[config.mk]
export PLATFORM = sky130hd
export DESIGN_NAME = cfg_port_bridge
export DESIGN_NICKNAME = d
export VERILOG_FILES = /design/src/rtl/cfgp_pkg.sv /design/src/rtl/cfgp_addr_latch.sv /design/src/rtl/cfgp_lane_map.sv /design/src/rtl/cfg_port_bridge.sv
export SDC_FILE = /design/constraint.sdc
export NUM_CORES = 1
export LEC_CHECK = 0
export BUFFER_PORTS_ARGS = -buffer_cell sky130_fd_sc_hd__buf_2
export CAP_MARGIN = 25
export CORE_UTILIZATION = 48
export DETAILED_ROUTE_END_ITERATION = 6
export GPL_ROUTABILITY_DRIVEN = 0
export GPL_TIMING_DRIVEN = 0
export PLACE_DENSITY_LB_ADDON = 0.15
export REMOVE_ABC_BUFFERS = 1
export SLEW_MARGIN = 20
export SYNTH_ARGS = -nofsm -noshare
export SYNTH_HDL_FRONTEND = slang
export SYNTH_SLANG_ARGS = --single-unit
[constraint.sdc]
create_clock -name clk -period 3.8 [get_ports clk]
set_clock_uncertainty 0.1 [all_clocks]
set_input_delay 0.19 -clock clk [delete_from_list [all_inputs] [get_ports clk]]
set_output_delay 0.19 -clock clk [all_outputs]
set_load 0.01 [all_outputs]
[src/rtl/cfgp_pkg.sv]
package cfgp_pkg;

   localparam logic [1:0] SZ_BYTE  = 2'd0;
   localparam logic [1:0] SZ_WORD  = 2'd1;
   localparam logic [1:0] SZ_DWORD = 2'd2;

   // latch bits that hold state; the rest read as zero
   localparam logic [31:0] LATCH_KEEP = 32'h8FFF_FFFC;

   typedef enum logic [1:0] {
      ST_IDLE = 2'd0,
      ST_CFG  = 2'd1,
      ST_RESP = 2'd2
   } cfgp_state_e;

   function automatic logic [31:0] size_mask(input logic [1:0] sz);
      case (sz)
         SZ_BYTE: size_mask = 32'h0000_00FF;
         SZ_WORD: size_mask = 32'h0000_FFFF;
         default: size_mask = 32'hFFFF_FFFF;
      endcase
   endfunction

endpackage

[src/rtl/cfgp_addr_latch.sv]
module cfgp_addr_latch #(
   parameter bit EXT_REG_EN = 1'b1
) (
   input  logic        clk,
   input  logic        rst_n,
   input  logic        wr_en,
   input  logic        en_d,
   input  logic [3:0]  ext_d,
   input  logic [21:0] low_d,
   output logic [31:0] latch_q,
   output logic        enable,
   output logic [7:0]  bus,
   output logic [7:0]  devfn,
   output logic [3:0]  reg_hi,
   output logic [5:0]  dw_idx
);

   logic        en_q;
   logic [3:0]  ext_q;
   logic [21:0] low_q;

   always_ff @(posedge clk or negedge rst_n) begin
      if (!rst_n) begin
         en_q  <= 1'b0;
         low_q <= '0;
      end else if (wr_en) begin
         en_q  <= en_d;
         low_q <= low_d;
      end
   end

   generate
      if (EXT_REG_EN) begin : g_ext
         always_ff @(posedge clk or negedge rst_n) begin
            if (!rst_n)     ext_q <= '0;
            else if (wr_en) ext_q <= ext_d;
         end
      end else begin : g_noext
         assign ext_q = 4'h0;
      end
   endgenerate

   assign latch_q = {en_q, 3'b000, ext_q, low_q, 2'b00};
   assign enable  = en_q;
   assign bus     = low_q[21:14];
   assign devfn   = low_q[13:6];
   assign dw_idx  = low_q[5:0];
   assign reg_hi  = ext_q;

endmodule

[src/rtl/cfgp_lane_map.sv]
module cfgp_lane_map
   import cfgp_pkg::*;
#(
   parameter int DATA_W = 32,
   localparam int NB    = DATA_W / 8
) (
   input  logic [1:0]        size,
   input  logic [1:0]        offs,
   input  logic [DATA_W-1:0] wdata_in,
   input  logic [DATA_W-1:0] rdata_in,
   output logic [NB-1:0]     be,
   output logic              aligned,
   output logic [DATA_W-1:0] wdata_out,
   output logic [DATA_W-1:0] rdata_out
);

   generate
      if (DATA_W != 32) begin : g_bad_w
         $error("cfgp_lane_map: DATA_W must be 32");
      end
      for (genvar i = 0; i < NB; i++) begin : g_lane
         localparam logic [1:0] LI = i[1:0];
         always_comb begin
            case (size)
               SZ_BYTE:  be[i] = (offs == LI);
               SZ_WORD:  be[i] = (offs[1] == LI[1]);
               SZ_DWORD: be[i] = 1'b1;
               default:  be[i] = 1'b0;
            endcase
         end
      end
   endgenerate

   always_comb begin
      case (size)
         SZ_BYTE:  aligned = 1'b1;
         SZ_WORD:  aligned = ~offs[0];
         SZ_DWORD: aligned = (offs == 2'b00);
         default:  aligned = 1'b0;
      endcase
   end

   assign wdata_out = wdata_in << {offs, 3'b000};
   assign rdata_out = (rdata_in >> {offs, 3'b000}) & size_mask(size);

endmodule

[src/rtl/cfg_port_bridge.sv]
module cfg_port_bridge
   import cfgp_pkg::*;
#(
   parameter int                IO_AW      = 16,
   parameter logic [IO_AW-1:0]  ADDR_PORT  = 'h0CF8,
   parameter logic [IO_AW-1:0]  DATA_PORT  = 'h0CFC,
   parameter bit                EXT_REG_EN = 1'b1,
   parameter int                DATA_W     = 32,
   parameter int                BUS_W      = 8,
   parameter int                DEVFN_W    = 8,
   parameter int                REG_W      = 12
) (
   input  logic                  clk,
   input  logic                  rst_n,
   input  logic [IO_AW-1:0]      io_addr,
   input  logic [1:0]            io_size,
   input  logic                  io_rd,
   input  logic                  io_wr,
   input  logic [DATA_W-1:0]     io_wdata,
   output logic [DATA_W-1:0]     io_rdata,
   output logic                  io_ready,
   output logic                  cfg_valid,
   output logic                  cfg_write,
   output logic [BUS_W-1:0]      cfg_bus,
   output logic [DEVFN_W-1:0]    cfg_devfn,
   output logic [REG_W-1:0]      cfg_reg,
   output logic [DATA_W/8-1:0]   cfg_be,
   output logic [DATA_W-1:0]     cfg_wdata,
   input  logic [DATA_W-1:0]     cfg_rdata,
   input  logic                  cfg_ack,
   input  logic                  cfg_err
);

   localparam int NB    = DATA_W / 8;
   localparam int OFS_W = $clog2(NB);

   generate
      if (DATA_W != 32) begin : g_chk_dw
         $error("cfg_port_bridge: DATA_W must be 32");
      end
      if (BUS_W != 8 || DEVFN_W != 8) begin : g_chk_fields
         $error("cfg_port_bridge: bus and devfn fields are 8 bits");
      end
      if (REG_W != 12) begin : g_chk_reg
         $error("cfg_port_bridge: REG_W must be 12");
      end
      if (ADDR_PORT[OFS_W-1:0] != '0 || DATA_PORT[OFS_W-1:0] != '0) begin : g_chk_ports
         $error("cfg_port_bridge: ports must be dword aligned");
      end
   endgenerate

   cfgp_state_e state_q;

   logic [DATA_W-1:0] rdata_q;
   logic [NB-1:0]     be_q;
   logic [DATA_W-1:0] wdata_q;
   logic              write_q;
   logic [1:0]        ofs_q;
   logic [1:0]        size_q;

   // address latch
   logic [31:0] lat_q;
   logic        lat_enable;
   logic [7:0]  lat_bus;
   logic [7:0]  lat_devfn;
   logic [3:0]  lat_reg_hi;
   logic [5:0]  lat_dw_idx;
   logic        lat_wr;

   // decode
   logic strobe;
   logic lat_sel;
   logic win_sel;

   // lane mapping
   logic [1:0]        map_size;
   logic [1:0]        map_offs;
   logic [NB-1:0]     map_be;
   logic              map_aligned;
   logic [DATA_W-1:0] map_wdata;
   logic [DATA_W-1:0] map_rdata;

   assign strobe  = io_rd | io_wr;
   assign lat_sel = (io_addr == ADDR_PORT) && (io_size == SZ_DWORD);
   assign win_sel = (io_addr[IO_AW-1:OFS_W] == DATA_PORT[IO_AW-1:OFS_W]) && map_aligned;
   assign lat_wr  = (state_q == ST_IDLE) && io_wr && lat_sel;

   cfgp_addr_latch #(
      .EXT_REG_EN (EXT_REG_EN)
   ) u_latch (
      .clk     (clk),
      .rst_n   (rst_n),
      .wr_en   (lat_wr),
      .en_d    (io_wdata[31]),
      .ext_d   (io_wdata[27:24]),
      .low_d   (io_wdata[23:2]),
      .latch_q (lat_q),
      .enable  (lat_enable),
      .bus     (lat_bus),
      .devfn   (lat_devfn),
      .reg_hi  (lat_reg_hi),
      .dw_idx  (lat_dw_idx)
   );

   // while idle the live bus drives the map; afterwards the captured access does
   assign map_size = (state_q == ST_IDLE) ? io_size : size_q;
   assign map_offs = (state_q == ST_IDLE) ? io_addr[1:0] : ofs_q;

   cfgp_lane_map #(
      .DATA_W (DATA_W)
   ) u_lanes (
      .size      (map_size),
      .offs      (map_offs),
      .wdata_in  (io_wdata),
      .rdata_in  (cfg_rdata),
      .be        (map_be),
      .aligned   (map_aligned),
      .wdata_out (map_wdata),
      .rdata_out (map_rdata)
   );

   always_ff @(posedge clk or negedge rst_n) begin
      if (!rst_n) begin
         state_q <= ST_IDLE;
         rdata_q <= '0;
         be_q    <= '0;
         wdata_q <= '0;
         write_q <= 1'b0;
         ofs_q   <= '0;
         size_q  <= SZ_BYTE;
      end else begin
         case (state_q)
            ST_IDLE: begin
               if (strobe) begin
                  if (lat_sel) begin
                     rdata_q <= io_wr ? '0 : lat_q;
                     state_q <= ST_RESP;
                  end else if (win_sel && lat_enable) begin
                     be_q    <= map_be;
                     wdata_q <= map_wdata;
                     write_q <= io_wr;
                     ofs_q   <= io_addr[1:0];
                     size_q  <= io_size;
                     state_q <= ST_CFG;
                  end else begin
                     rdata_q <= io_wr ? '0 : size_mask(io_size);
                     state_q <= ST_RESP;
                  end
               end
            end
            ST_CFG: begin
               if (cfg_ack) begin
                  if (write_q)      rdata_q <= '0;
                  else if (cfg_err) rdata_q <= size_mask(size_q);
                  else              rdata_q <= map_rdata;
                  state_q <= ST_RESP;
               end
            end
            default: begin
               state_q <= ST_IDLE;
            end
         endcase
      end
   end

   assign io_ready  = (state_q == ST_RESP);
   assign io_rdata  = rdata_q;
   assign cfg_valid = (state_q == ST_CFG);
   assign cfg_write = write_q;
   assign cfg_be    = be_q;
   assign cfg_wdata = wdata_q;
   assign cfg_bus   = lat_bus;
   assign cfg_devfn = lat_devfn;
   assign cfg_reg   = {lat_reg_hi, lat_dw_idx, 2'b00};

endmodule

### After elaboration in Yosys (flattened, before gate mapping)

Index checks and enable logic that the tools add are counted.

* output and inout bits: 99
* input port bits: 88
* register bits after elaboration: 102
* logic and storage cells: 70

* eq/ne operators: 15
* shift-type cells: 2
* multiplexer cells: 24
* reduce and logical (&&, ||, !) cells: 14
* bitwise logic cells: 5

Operators with widths (count)
* $mux W32: 8
* $pmux W32 S2: 4
* $and A32 B32 Y32: 1
* $shl A32 B5 Y32: 1
* $shr A32 B5 Y32: 1
* $eq A16 B12 Y1 const B: 1
* $pmux W1 S3: 5
* $eq A14 B10 Y1 const B: 1
* $mux W2: 6
* $eq A2 B1 Y1 const B: 5
* $eq A2 B2 Y1 const B: 5
* $logic_not A2 Y1: 5
* $reduce_and A4 Y1: 2
* $logic_and A1 B1 Y1: 5
* $pmux W2 S2: 1
* $ne A3 B3 Y1 const B: 1
* $not A1 Y1: 3
* $ne A2 B1 Y1 const B: 1
* $ne A2 B2 Y1 const B: 1
* $reduce_and A2 Y1: 1
* $reduce_bool A2 Y1: 1
* $or A1 B1 Y1: 1

### Longest topological paths before layout

Gate-level depths: netlist (run 1).

* depth after elaboration: 10
* gate-level depth with buffers: 9
* mapped depth without buffers: 5

### Hierarchy

A second synthesis (run 1) with hierarchy kept.

* cell total of the unflattened synthesis: 579
* area, all modules: 6132.1 um^2

By module, submodules not included
* cfg_port_bridge: area each 3514.6 um^2, cells each 318, times used 1, sequential area each 1876.8 um^2
* cfgp_addr_latch: area each 1350.0 um^2, cells each 90, times used 1, sequential area each 675.6 um^2
* cfgp_lane_map: area each 1267.5 um^2, cells each 171, times used 1, sequential area each 0.0 um^2

### Least setup slack after synthesis (run 1)

OpenSTA, ideal clock, no wires.

* path type: register to register
* from: reg state_q[0]
* to: reg wdata_q[0] (netlist: cfg_wdata[0])
* setup slack: 1311 ps
* setup time: 125 ps
* path buffers: 2
* arrival: 2265 ps
* clock period less this slack: 2489 ps
* stages on the path, launching flop included: 8
* data required time: 3575 ps
* cell sequence: dfrtp_1 > buf_2 > nor2_2 > mux2i_1 > o2111ai_2 > nor3_4 > buf_6 > mux2_2

* word-level cells in the longest chain between the ends: 7
* elaborated cells between the ends (all ways): 13
* classes of those cells: 2 x eq/ne; 1 x shift; 3 x mux; 1 x bitwise; 6 x reduce/logical

RTL lines
* start: declaration: line cfg_port_bridge.sv:52 `cfgp_state_e state_q;`
* start signal: assignment: line cfg_port_bridge.sv:124 `state_q <= ST_IDLE;`
* start signal: assignment: line cfg_port_bridge.sv:137 `state_q <= ST_RESP;`
* start signal: assignment: line cfg_port_bridge.sv:144 `state_q <= ST_CFG;`
* $logic_not A2 Y1 (*): line cfg_port_bridge.sv:106, cfg_port_bridge.sv:107, cfg_port_bridge.sv:132
* $mux W2, on equally long branches: line cfg_port_bridge.sv:106, cfg_port_bridge.sv:107
* $eq A2 B2 Y1 (tied with other cells): line cfgp_lane_map.sv:35 `case (size)`
* $pmux W1 S3: line cfgp_lane_map.sv:35
* $logic_and A1 B1 Y1: line cfg_port_bridge.sv:85 `assign win_sel = (io_addr[IO_AW-1:OFS_W] == DATA_PORT[IO_AW-1:OFS_W]) && map_aligned;`
* $logic_and A1 B1 Y1: line cfg_port_bridge.sv:138 `end else if (win_sel && lat_enable) begin`
* $reduce_and A4 Y1 (no source line)
* end signal: assignment: line cfg_port_bridge.sv:140 `wdata_q <= map_wdata;`
* end: declaration: line cfg_port_bridge.sv:56 `logic [DATA_W-1:0] wdata_q;`

Every way passes the cells marked *; elsewhere a longest branch is shown, timed or not.
A chain may end at the register's enable or synchronous reset.

### Final worst setup path (run 1)

* from: reg state_q[1]
* to: reg rdata_q[29] (netlist: io_rdata[29])

* word-level cells in the longest chain between the ends: 9
* elaborated cells between the ends (all ways): 24
* classes of those cells: 6 x eq/ne; 1 x shift; 8 x mux; 2 x bitwise; 7 x reduce/logical

RTL lines
* parallel branches: the longest is 9 deep, another holds $shr A32 B5 Y32
* end signal: assignment: line cfg_port_bridge.sv:136 `rdata_q <= io_wr ? '0 : lat_q;`
* end signal: assignment: line cfg_port_bridge.sv:154 `else if (cfg_err) rdata_q <= size_mask(size_q);`
* end signal: assignment: line cfg_port_bridge.sv:155 `else rdata_q <= map_rdata;`
* end: declaration: line cfg_port_bridge.sv:54 `logic [DATA_W-1:0] rdata_q;`

Parallel ways; which one is timed is not known. The select of a mux whose other input is x is not followed.

==> impl_metrics.json, run 1 <==
{
  "viasPerCell": 6.067,
  "reg2reg_to": "io_rdata[29]$_DFFE_PN0P_",
  "synthFlopType": "dfrtp_1",
  "grt_pass1_wl_um": 26540,
  "rsz0062_at_grt": "false",
  "tritoncts": "built",
  "maxCapViolations": 0,
  "fin_crit_sh": 0.9605,
  "antenna_found_initial": 0,
  "critPathLaunchType": "flip-flop",
  "r2r_cells": 6,
  "ir_drop_mv": 0.2060,
  "synth.area.top_cells": "dfrtp_1 (45%), mux2_2 (14%), a21oi_1 (3.9%), nand3_1 (3.2%), mux2i_1 (3.0%)",
  "path_cells": "nor2_2 -> mux2_2 -> o2111ai_2 -> buf_8 -> and2_2 -> mux2_2",
  "ys.warnings.count": 0,
  "first_global_vias": 4895,
  "slew_violations": 0,
  "p_per_area_nw_per_um2": 368.7,
  "p_clk_frac": 0.351,
  "required_ns": 3.94,
  "cts_sinks": 102,
  "hpwl_um": 12480,
  "end_kind": "flip-flop",
  "intPower_w": 0.001833,
  "synth_compound_area_frac": 0.2001,
  "r2r_start": "state_q[1]$_DFFE_PN0P_",
  "syn_area_per_cell_sq_um": 10.45,
  "synth_top_area_frac": 0.4540,
  "yosysMostFrequentCell": "dfrtp_1",
  "grt_max_degree": 76,
  "synth_edf_count": 0,
  "path_clk_slew_ns": 0.08,
  "max_freq_ghz": 0.2740,
  "synth-simple-area-share": 0.1244,
  "dr.pass1.iters": 5,
  "synth_seq_cells": 102,
  "clock_latency_ns": 0.35,
  "hold_slack_ns": 0.01198,
  "p_switching_w": 0.0007887,
  "synthDistinctLibCells": 49,
  "seqPwrFrac": 0.453,
  "path_class": "reg2reg",
  "relSlewSlack": 0.3578,
  "hold_viol": 0,
  "min_period_ns": 3.650,
  "synthArstFlopShare": 1.000,
  "swShare": 0.3008,
  "area_growth_pct": 26.49,
  "final_nets": 801,
  "io_buffers": 184,
  "drive_above_1_share": 0.4192,
  "synth_mux_area_frac": 0.1765,
  "p_leak_nw": 3.600,
  "postRouteAntennaNets": 0,
  "io_pins": 187,
  "vias": 5230,
  "max_stage_delay_ns": 0.61,
  "status": "finished clean",
  "rows": 39,
  "clockBufferDepth": 2,
  "initial_core_util": 0.4923,
  "synth_common_cells": "dfrtp_1 (102), mux2_2 (71), a21oi_1 (44)",
  "worstHoldPathCells": 2,
  "mappedNetlistArea_sq_um": 5622,
  "min_from": "io_wdata[25]",
  "synthXorXnorAreaFrac": 0,
  "yosysTopAreaCell": "dfrtp_1",
  "hp-class": "in2reg",
  "cts_htree_levels": 3,
  "comb_power_share": 0.197,
  "synth-adder-area-share": 0,
  "crit_path_max_fanout": 33,
  "detail_route.wl_per_cell_um": 20.15,
  "drt_wl_total_um": 17370,
  "drt_iter0_markers": 384,
  "rrSetupSlack_ns": 0.15,
  "die_width_um": 110.2,
  "syn_inst": 538,
  "die_y_um": 110.2,
  "drc": 0,
  "slowest_stage": "dfrtp_1",
  "cp_data_arrival_time_ns": 3.79,
  "ys_seq_area_frac": 0.4540,
  "ctsResizeCount": 0,
  "die-area_sq_um": 12150,
  "final_util": 0.6227,
  "clock-root-buffer": "clkbuf_16",
  "crit_top_cell": "mux2_2",
  "core-area_sq_um": 11420,
  "min_to": "u_latch.reg_hi[1]$_DFFE_PN0P_",
  "synth_top_family_by_area": "compound AO/OA/AOI/OAI gates",
  "grt.overflow.total": 0,
  "setup_viol": 0,
  "cts_inserted_buffers": 9,
  "worst_pin_slew_ns": 0.9610,
  "grt_use_total": 0.2924
}
==> per-stage QoR <==
stage / setup slack, ns / cell area, sq um / cells / TNS [ns] / total power (W)
final: 0.1502 / 7111 / 862 / 0 / 0.002622
after global routing: 0.02550 / 7108 / 861 / 0 / 0.002738
after CTS: 0.2105 / 7108 / 861 / 0 / 0.002635
after detailed placement: -0.09921 / 6668 / 830 / -1.331 / 0.001709
after global placement: -3.553 / 6510 / 822 / -229.20 / 0.001686
after floorplan: -1.491 / 5410 / 495 / -86.28 / 0.001468
==> worst max-delay path by stage <==
stage | from | to | slack (ns)
2_1_floorplan | state_q[1]$_DFFE_PN0P_ | ofs_q[0]$_DFFE_PN0P_ | -1.49
3_3_place_gp | state_q[1]$_DFFE_PN0P_ | cfg_wdata[29]$_DFFE_PN0P_ | -3.55
3_5_place_dp | state_q[1]$_DFFE_PN0P_ | cfg_wdata[13]$_DFFE_PN0P_ | -0.1
4_1_cts | state_q[1]$_DFFE_PN0P_ | io_rdata[29]$_DFFE_PN0P_ | 0.21
5_1_grt | state_q[1]$_DFFE_PN0P_ | io_rdata[28]$_DFFE_PN0P_ | 0.03
6_report | state_q[1]$_DFFE_PN0P_ | io_rdata[29]$_DFFE_PN0P_ | 0.15
==> layout make-up <==
class,count,area (sq um)
fillers,1002,4308
clock buffers,10,239.0
diodes,1,2.502
multi-input cells,384,2858
repair buffers,207,1192
clock inverters,6,53.80
well taps,143,178.9
inverters,9,33.78
flip-flops and latches,102,2552
==> power by group through the flow <==
stage	Clock [W]	Sequential [W]	Combinational [W]
detailed placement	0	0.00121	0.000501
floorplan	0	0.00124	0.000231
CTS	0.000934	0.00119	0.000513
global placement	0	0.00121	0.000480
finish	0.000919	0.00119	0.000515
global route	0.000974	0.00120	0.000567
==> layout by cell type (no fill, tap or decap), types with 3 or more instances in the layout <==
cell           netlist  layout
buf_8                0       5
dlygate4sd3_1        0      14
o22a_1               8       8
nand3_1             36      36
mux2i_1             17      16
o2bb2ai_1            8       8
o21ai_1              4       3
a221oi_1             7       7
dfrtp_1            102     102
a21oi_1             44      44
o21ai_0             32      32
buf_2               10     183
o21a_1               4       4
and3_1              17      17
inv_1                9       9
nand4_1              3       3
a2111oi_0            7       7
nand2b_1             5       5
mux2_2              71      71
o221ai_1             9       9
buf_4                2       3
a31oi_1             21      21
a211oi_1            10      10
nand2_1             29      29
clkbuf_16            0       9
a2bb2oi_1            5       5
o2111ai_1            6       6
nor2b_1              4       3
nor2_1               9       8
==> layer usage <==
metal | part of all wire | routed length (um) | global-route usage
met5 | 0 | 0 | 0
met4 | 0.032 | 549 | 0.1306
met3 | 0.076 | 1327 | 0.04115
met2 | 0.47 | 8103 | 0.4563
met1 | 0.43 | 7390 | 0.4058
==> registers in the layout, indices dropped and copies added (netlist names) <==
register and cells:
u_latch.low_q 22, cfg_wdata 32, size_q 2, state_q 2
u_latch.enable 1, cfg_be 4, io_rdata 32, ofs_q 2
u_latch.reg_hi 4, cfg_write 1
==> kinds of logic (layout without fill, tap and decap cells) <==
| logic type | count (synthesis) | in the layout |
|---|---|---|
| AO/OA/AOI/OAI | 169 | 169 |
| AND/OR/NAND/NOR | 123 | 123 |
| flip-flops | 102 | 102 |
| multiplexers | 90 | 90 |
| buffers and inverters | 53 | 232 |
| other | 1 | 3 |
==> critical path: cells and delay by family (launching register included) <==
family / cells / cell delay (ns)
and+or+nand+nor: 2 / 1.07
muxes: 2 / 0.93
DFF: 1 / 0.61
AOI/OAI and AO/OA: 1 / 0.57
buffers and inverters: 1 / 0.23
==> what timing repair did <==
| item | in CTS | in global routing |
|---|---|---|
| buffers inserted | 1 | 0 |
| hold endpoints to repair | 104 | 0 |
| setup endpoints to repair | 16 | 0 |
| hold buffers | 14 | 0 |
No activity file was read; power rests on OpenSTA's default activity.
==> inputs of run 2 (changes only) <==
CTS_BUF_LIST = sky130_fd_sc_hd__clkbuf_8   (was not set)
==> run 2 against run 1 <==
Effect of this change: critical path depth unchanged; hold slack improved by 0.0043 ns; wire length about the same; register-to-register slack improved by 0.04 ns; largest power group unchanged; die area unchanged; highest routed layer unchanged; setup slack improved by 0.041 ns; count of clock-buffer cells in the layout unchanged; cell area increased by 0.69%; combinational power increased by 2%; final cell count increased by 1.7%; sequential power about the same; clock power decreased by 26%.
==> impl_metrics.json, run 2 (same netlist as run 1, synthesis figures left out) <==
{
  "critPathLaunchType": "flip-flop",
  "viasPerCell": 6.025,
  "path_cells": "nor2_2 -> mux2_2 -> o2111ai_2 -> buf_8 -> and2_2 -> mux2_2",
  "min_period_ns": 3.608,
  "crit_start": "state_q[1]$_DFFE_PN0P_",
  "slowest_stage": "dfrtp_1",
  "seqPwrFrac": 0.496,
  "io_buffers": 184,
  "drt_wl_total_um": 17380,
  "path_depth": 6,
  "hpwl_um": 12480,
  "wl_met2_um": 8252,
  "relSlewSlack": 0.3630,
  "end_kind": "flip-flop",
  "area_growth_pct": 27.35,
  "hold_viol": 0,
  "p_clk_frac": 0.284,
  "first_global_vias": 5018,
  "intPower_w": 0.001636,
  "max_stage_delay_ns": 0.61,
  "grt_pass1_wl_um": 26720,
  "topRoutingLayerUsed": "met4",
  "grt.overflow.total": 0,
  "setup_viol": 0,
  "worstPathBufferInverterCount": 1,
  "swShare": 0.3166,
  "crit_path_max_fanout": 33,
  "reg2reg_to": "io_rdata[29]$_DFFE_PN0P_",
  "cts_sinks": 102,
  "maxCapViolations": 0,
  "antenna_found_initial": 0,
  "drt_iter0_markers": 383,
  "path_clk_slew_ns": 0.11,
  "rows": 39,
  "setup_ws_ns": 0.1916,
  "max_freq_ghz": 0.2771,
  "hold_slack_ns": 0.01627,
  "final_cell_mix": "buf_2 (183), dfrtp_1 (102), mux2_2 (71)",
  "grt_max_degree": 76,
  "clock-root-buffer": "clkbuf_8",
  "initial_core_util": 0.4923,
  "rsz0062_at_grt": "false",
  "p_leak_nw": 3.617,
  "p_total_w": 0.002394,
  "cp_data_arrival_time_ns": 3.79,
  "dr_wl_met3_um": 1218,
  "postRouteAntennaNets": 0,
  "dr.pass1.iters": 5,
  "io_pins": 187,
  "vias": 5284,
  "detail_route.wl_per_cell_um": 19.82,
  "core-area_sq_um": 11420,
  "crit_family": "simple AND/OR/NAND/NOR gates",
  "clockBufferDepth": 2,
  "ir_drop_mv": 0.1891,
  "die_width_um": 110.2,
  "fin_crit_sh": 0.9496,
  "required_ns": 3.98,
  "ctsResizeCount": 0,
  "post-place-ws_ns": -0.09921,
  "endpoint": "io_rdata[29]$_DFFE_PN0P_",
  "mostFrequentLayoutCell": "buf_2",
  "comb_power_share": 0.220,
  "die-area_sq_um": 12150,
  "drc": 0,
  "clock_latency_ns": 0.39,
  "cts_inserted_buffers": 9,
  "final_nets": 816,
  "met1_length_um": 7468,
  "tritoncts": "built",
  "worstHoldPathCells": 3,
  "cts_htree_levels": 3,
  "n_fill_cell": 994,
  "rrSetupSlack_ns": 0.19,
  "drive_above_1_share": 0.4106,
  "crit_top_cell": "mux2_2",
  "die_y_um": 110.2,
  "grt_use_total": 0.2942,
  "r2r_cells": 6,
  "worst_pin_slew_ns": 0.9532,
  "slew_violations": 0,
  "r2r_start": "state_q[1]$_DFFE_PN0P_",
  "p_per_area_nw_per_um2": 334.4,
  "status": "finished clean",
  "hp-class": "in2reg",
  "p_switching_w": 0.0007580,
  "path_class": "reg2reg"
}
## run 2: cell type report
cell class / count / area [sq um] / area share
multi-input cells: 384 / 2858 / 0.3992
flip-flops and latches: 102 / 2552 / 0.3565
repair buffers: 222 / 1343 / 0.1875
well taps: 143 / 178.9 / 0.02499
clock buffers: 10 / 137.6 / 0.01922
clock inverters: 6 / 53.80 / 0.007515
inverters: 9 / 33.78 / 0.004719
diodes: 1 / 2.502 / 0.0003495
## run 2: worst min path at each step
stage / start / to / slack, ns
floorplan: rst_n / cfg_be[0]$_DFFE_PN0P_ / -0.21
finish: io_wr / cfg_write$_DFFE_PN0P_ / 0.02
detailed placement: rst_n / io_rdata[3]$_DFFE_PN0P_ / -0.02
global placement: io_wdata[24] / u_latch.reg_hi[0]$_DFFE_PN0P_ / 0.34
CTS: io_wr / cfg_write$_DFFE_PN0P_ / 0.001
global route: io_wdata[2] / u_latch.low_q[0]$_DFFE_PN0P_ / 0.01
## run 2: worst min-delay path: cells and delay by family
family                 cells  cell delay, ns
buffers and inverters      1            0.13
AOI/OAI and AO/OA          1            0.08
and+or+nand+nor            1            0.07
## run 2: routing by layer
metal | track usage | up-vias
li1 | - | 2437
met1 | 0.4011 | 2573
met2 | 0.4612 | 241
met3 | 0.05232 | 33
met4 | 0.1278 | 0
met5 | 0 | -
## run 2: what timing repair did
item,in CTS,in global routing
endpoints found under the setup margin,16,0
setup buffers,1,0
hold endpoints to repair,130,0
hold buffers,29,0
## run 2: stage by stage
stage	utilization	setup TNS, ns	instance area [sq um]	std cells
floorplan	-	-86.28	5410	495
global placement	0.5701	-229.20	6510	822
detailed placement	0.5839	-1.331	6668	830
CTS	0.6268	0	7157	876
global route	0.6268	0	7157	876
finish	0.6270	0	7159	877
## run 2: power groups by stage
stage / Combinational, W / Clock (W) / Sequential [W]
finish: 0.000527 / 0.000681 / 0.00119
global route: 0.000579 / 0.000741 / 0.00120
CTS: 0.000524 / 0.000703 / 0.00119
detailed placement: 0.000501 / 0 / 0.00121
global placement: 0.000480 / 0 / 0.00121
floorplan: 0.000231 / 0 / 0.00124
==> inputs of run 3 (changes only) <==
ABC_AREA = 1   (was not set)
==> run 3 against run 2 <==
Effect of this change: fmax rose by 15%; via count rose by 21%; hold slack got worse by 0.0045 ns; wire length rose by 4.8%; non-clock buffer count fell by 16; critical path depth rose by 6; combinational power rose to 3.2 times the previous value; sequential share of layout area fell by 1.3 points; area after synthesis rose by 8.4%; flip-flop and latch count did not move; first-iteration DRC count rose by 30%; highest routed layer unchanged.
==> impl_metrics.json, run 3 <==
{
  "rsz0062_at_grt": "false",
  "worstHoldPathCells": 3,
  "required_ns": 3.97,
  "hpwl_um": 12980,
  "path_clk_slew_ns": 0.10,
  "grt.overflow.total": 0,
  "rrSetupSlack_ns": 0.67,
  "relSlewSlack": 0.3667,
  "synth_seq_cells": 102,
  "min_to": "u_latch.low_q[10]$_DFFE_PN0P_",
  "grt_pass1_wl_um": 29390,
  "die_y_um": 114.7,
  "io_buffers": 184,
  "vias": 6395,
  "slowest_stage": "nand2_2",
  "crit_family": "simple AND/OR/NAND/NOR gates",
  "cts_sinks": 102,
  "fin_cells": 1263,
  "viasPerCell": 5.063,
  "cts_inserted_buffers": 9,
  "rows": 40,
  "die_width_um": 114.7,
  "setup_ws_ns": 0.6677,
  "max_freq_ghz": 0.3193,
  "drive_above_1_share": 0.2110,
  "p_per_area_nw_per_um2": 501.6,
  "yosysTopAreaCell": "dfrtp_1",
  "post-place-ws_ns": 0.7246,
  "r2r_cells": 12,
  "reg2reg_to": "cfg_wdata[24]$_DFFE_PN0P_",
  "end_kind": "flip-flop",
  "synth_common_cells": "nand2_1 (428), dfrtp_1 (102), inv_1 (82)",
  "core-area_sq_um": 12210,
  "maxCapViolations": 0,
  "hold_viol": 0,
  "final_nets": 1179,
  "drc": 0,
  "hold_buffers": 18,
  "setup_viol": 0,
  "antennaDiodeCount": 0,
  "die-area_sq_um": 13150,
  "max_stage_delay_ns": 0.65,
  "crit_top_cell": "nand2_1",
  "ys.warnings.count": 0,
  "path_cells": "nor2_4 -> nand2_1 -> nand2_2 -> nand2_1 -> nand2_1 -> nand2_1 -> nand2_1 -> nor2_1 -> nand2_4 -> inv_2 -> nand2_1 -> nand2_1",
  "slew_violations": 0,
  "min_from": "io_wdata[12]",
  "synthArstFlopShare": 1.000,
  "ys_seq_area_frac": 0.4187,
  "cts_htree_levels": 3,
  "clock-root-buffer": "clkbuf_8",
  "crit_path_max_fanout": 74,
  "initial_core_util": 0.4992,
  "io_pins": 187,
  "p_leak_nw": 4.277,
  "seq_area_sq_um": 2552,
  "min_period_ns": 3.132,
  "yosysMostFrequentCell": "nand2_1",
  "hp-class": "in2reg",
  "r2r_start": "state_q[1]$_DFFE_PN0P_",
  "tritoncts": "built",
  "post-cts-setup-buffers": 0,
  "ctsResizeCount": 0,
  "drt_iter0_markers": 497,
  "status": "finished clean",
  "detail_route.wl_per_cell_um": 14.43,
  "grt_use_total": 0.2906,
  "cp_data_arrival_time_ns": 3.30,
  "worst_pin_slew_ns": 0.9489,
  "first_global_vias": 5843,
  "multi_input_area_sq_um": 2969,
  "mostFrequentLayoutCell": "nand2_1",
  "drt_wl_total_um": 18220,
  "syn_inst": 918,
  "postRouteAntennaNets": 0,
  "seqPwrFrac": 0.361,
  "synth_top_area_frac": 0.4187,
  "synthDistinctLibCells": 28,
  "hold_slack_ns": 0.01179,
  "ir_drop_mv": 0.1921,
  "grt_max_degree": 77,
  "swShare": 0.4357,
  "fin_crit_sh": 0.8243,
  "comb_power_share": 0.452,
  "antenna_found_initial": 0,
  "intPower_w": 0.002101,
  "n_fill_cell": 1213,
  "dr.pass1.iters": 7,
  "critPathLaunchType": "flip-flop",
  "p_switching_w": 0.001622,
  "area_growth_pct": 21.76,
  "synthFlopType": "dfrtp_1",
  "mappedNetlistArea_sq_um": 6096,
  "clock_latency_ns": 0.38,
  "synth.area.top_cells": "dfrtp_1 (42%), nand2_1 (26%), o21ai_0 (6.3%), inv_1 (5.0%), nor2_1 (3.1%)",
  "synth_edf_count": 0,
  "path_class": "reg2reg",
  "p_clk_frac": 0.187,
  "dpl.cell_count": 1230,
  "final_cell_mix": "nand2_1 (425), buf_2 (183), dfrtp_1 (102)",
  "worstPathBufferInverterCount": 1,
  "syn_area_per_cell_sq_um": 6.640,
  "clockBufferDepth": 2
}
==> run 3: power groups by stage <==
stage               Sequential (W)  Combinational, W  Clock [W]
finish                     0.00134           0.00168   0.000696
global route               0.00136           0.00190   0.000750
CTS                        0.00134           0.00168   0.000709
detailed placement         0.00136           0.00166          0
global placement           0.00136           0.00162          0
floorplan                  0.00144          0.000973          0
==> run 3: cell families after synthesis <==
| logic type | Yosys count | share of synthesized area |
|---|---|---|
| AO/OA/AOI/OAI | 135 | 0.1170 |
| buffers and inverters | 132 | 0.09914 |
| flip-flops | 102 | 0.4187 |
| other | 1 | 0.0006152 |
| AND/OR/NAND/NOR | 548 | 0.3645 |
==> run 3: layout make-up <==
type | count | area share
sequential | 102 | 0.3439
tap | 168 | 0.02832
clock inverter | 6 | 0.008597
clock buffer | 9 | 0.01669
timing repair buffer | 206 | 0.1585
inverter | 87 | 0.04400
multi-input combinational | 685 | 0.4000
==> run 3: how the worst max path moves through the flow <==
stage	start	endpoint	depth (start not counted)	slack, ns
5_1_grt	state_q[1]$_DFFE_PN0P_	cfg_wdata[25]$_DFFE_PN0P_	12	0.41
2_1_floorplan	state_q[1]$_DFFE_PN0P_	cfg_wdata[24]$_DFFE_PN0P_	10	0.30
3_3_place_gp	state_q[1]$_DFFE_PN0P_	cfg_wdata[30]$_DFFE_PN0P_	10	-1.44
6_report	state_q[1]$_DFFE_PN0P_	cfg_wdata[24]$_DFFE_PN0P_	12	0.67
4_1_cts	state_q[1]$_DFFE_PN0P_	cfg_wdata[24]$_DFFE_PN0P_	12	0.71
3_5_place_dp	state_q[1]$_DFFE_PN0P_	cfg_wdata[25]$_DFFE_PN0P_	12	0.72
==> run 3: tightest hold or removal path: cells and delay by family <==
kind	cells	cell delay (ns)
buffers and inverters	2	0.18
AOI/OAI and AO/OA	1	0.09
==> run 3: stage by stage <==
stage | cell area, sq um | setup TNS, ns | util | total power, W
after floorplan | 5822 | 0 | - | 0.002412
after global placement | 6953 | -58.13 | 0.5694 | 0.002983
after detailed placement | 7054 | 0 | 0.5777 | 0.003022
after CTS | 7422 | 0 | 0.6078 | 0.003731
after global routing | 7422 | 0 | 0.6078 | 0.004014
final | 7422 | 0 | 0.6078 | 0.003723
==> run 3: routing by layer <==
layer	part of all wire	GRT usage	up-vias
met2	0.46	0.4752	285
met5	0	0	-
li1	-	-	3198
met1	0.44	0.3994	2886
met4	0.018	0.09610	0
met3	0.080	0.03759	26
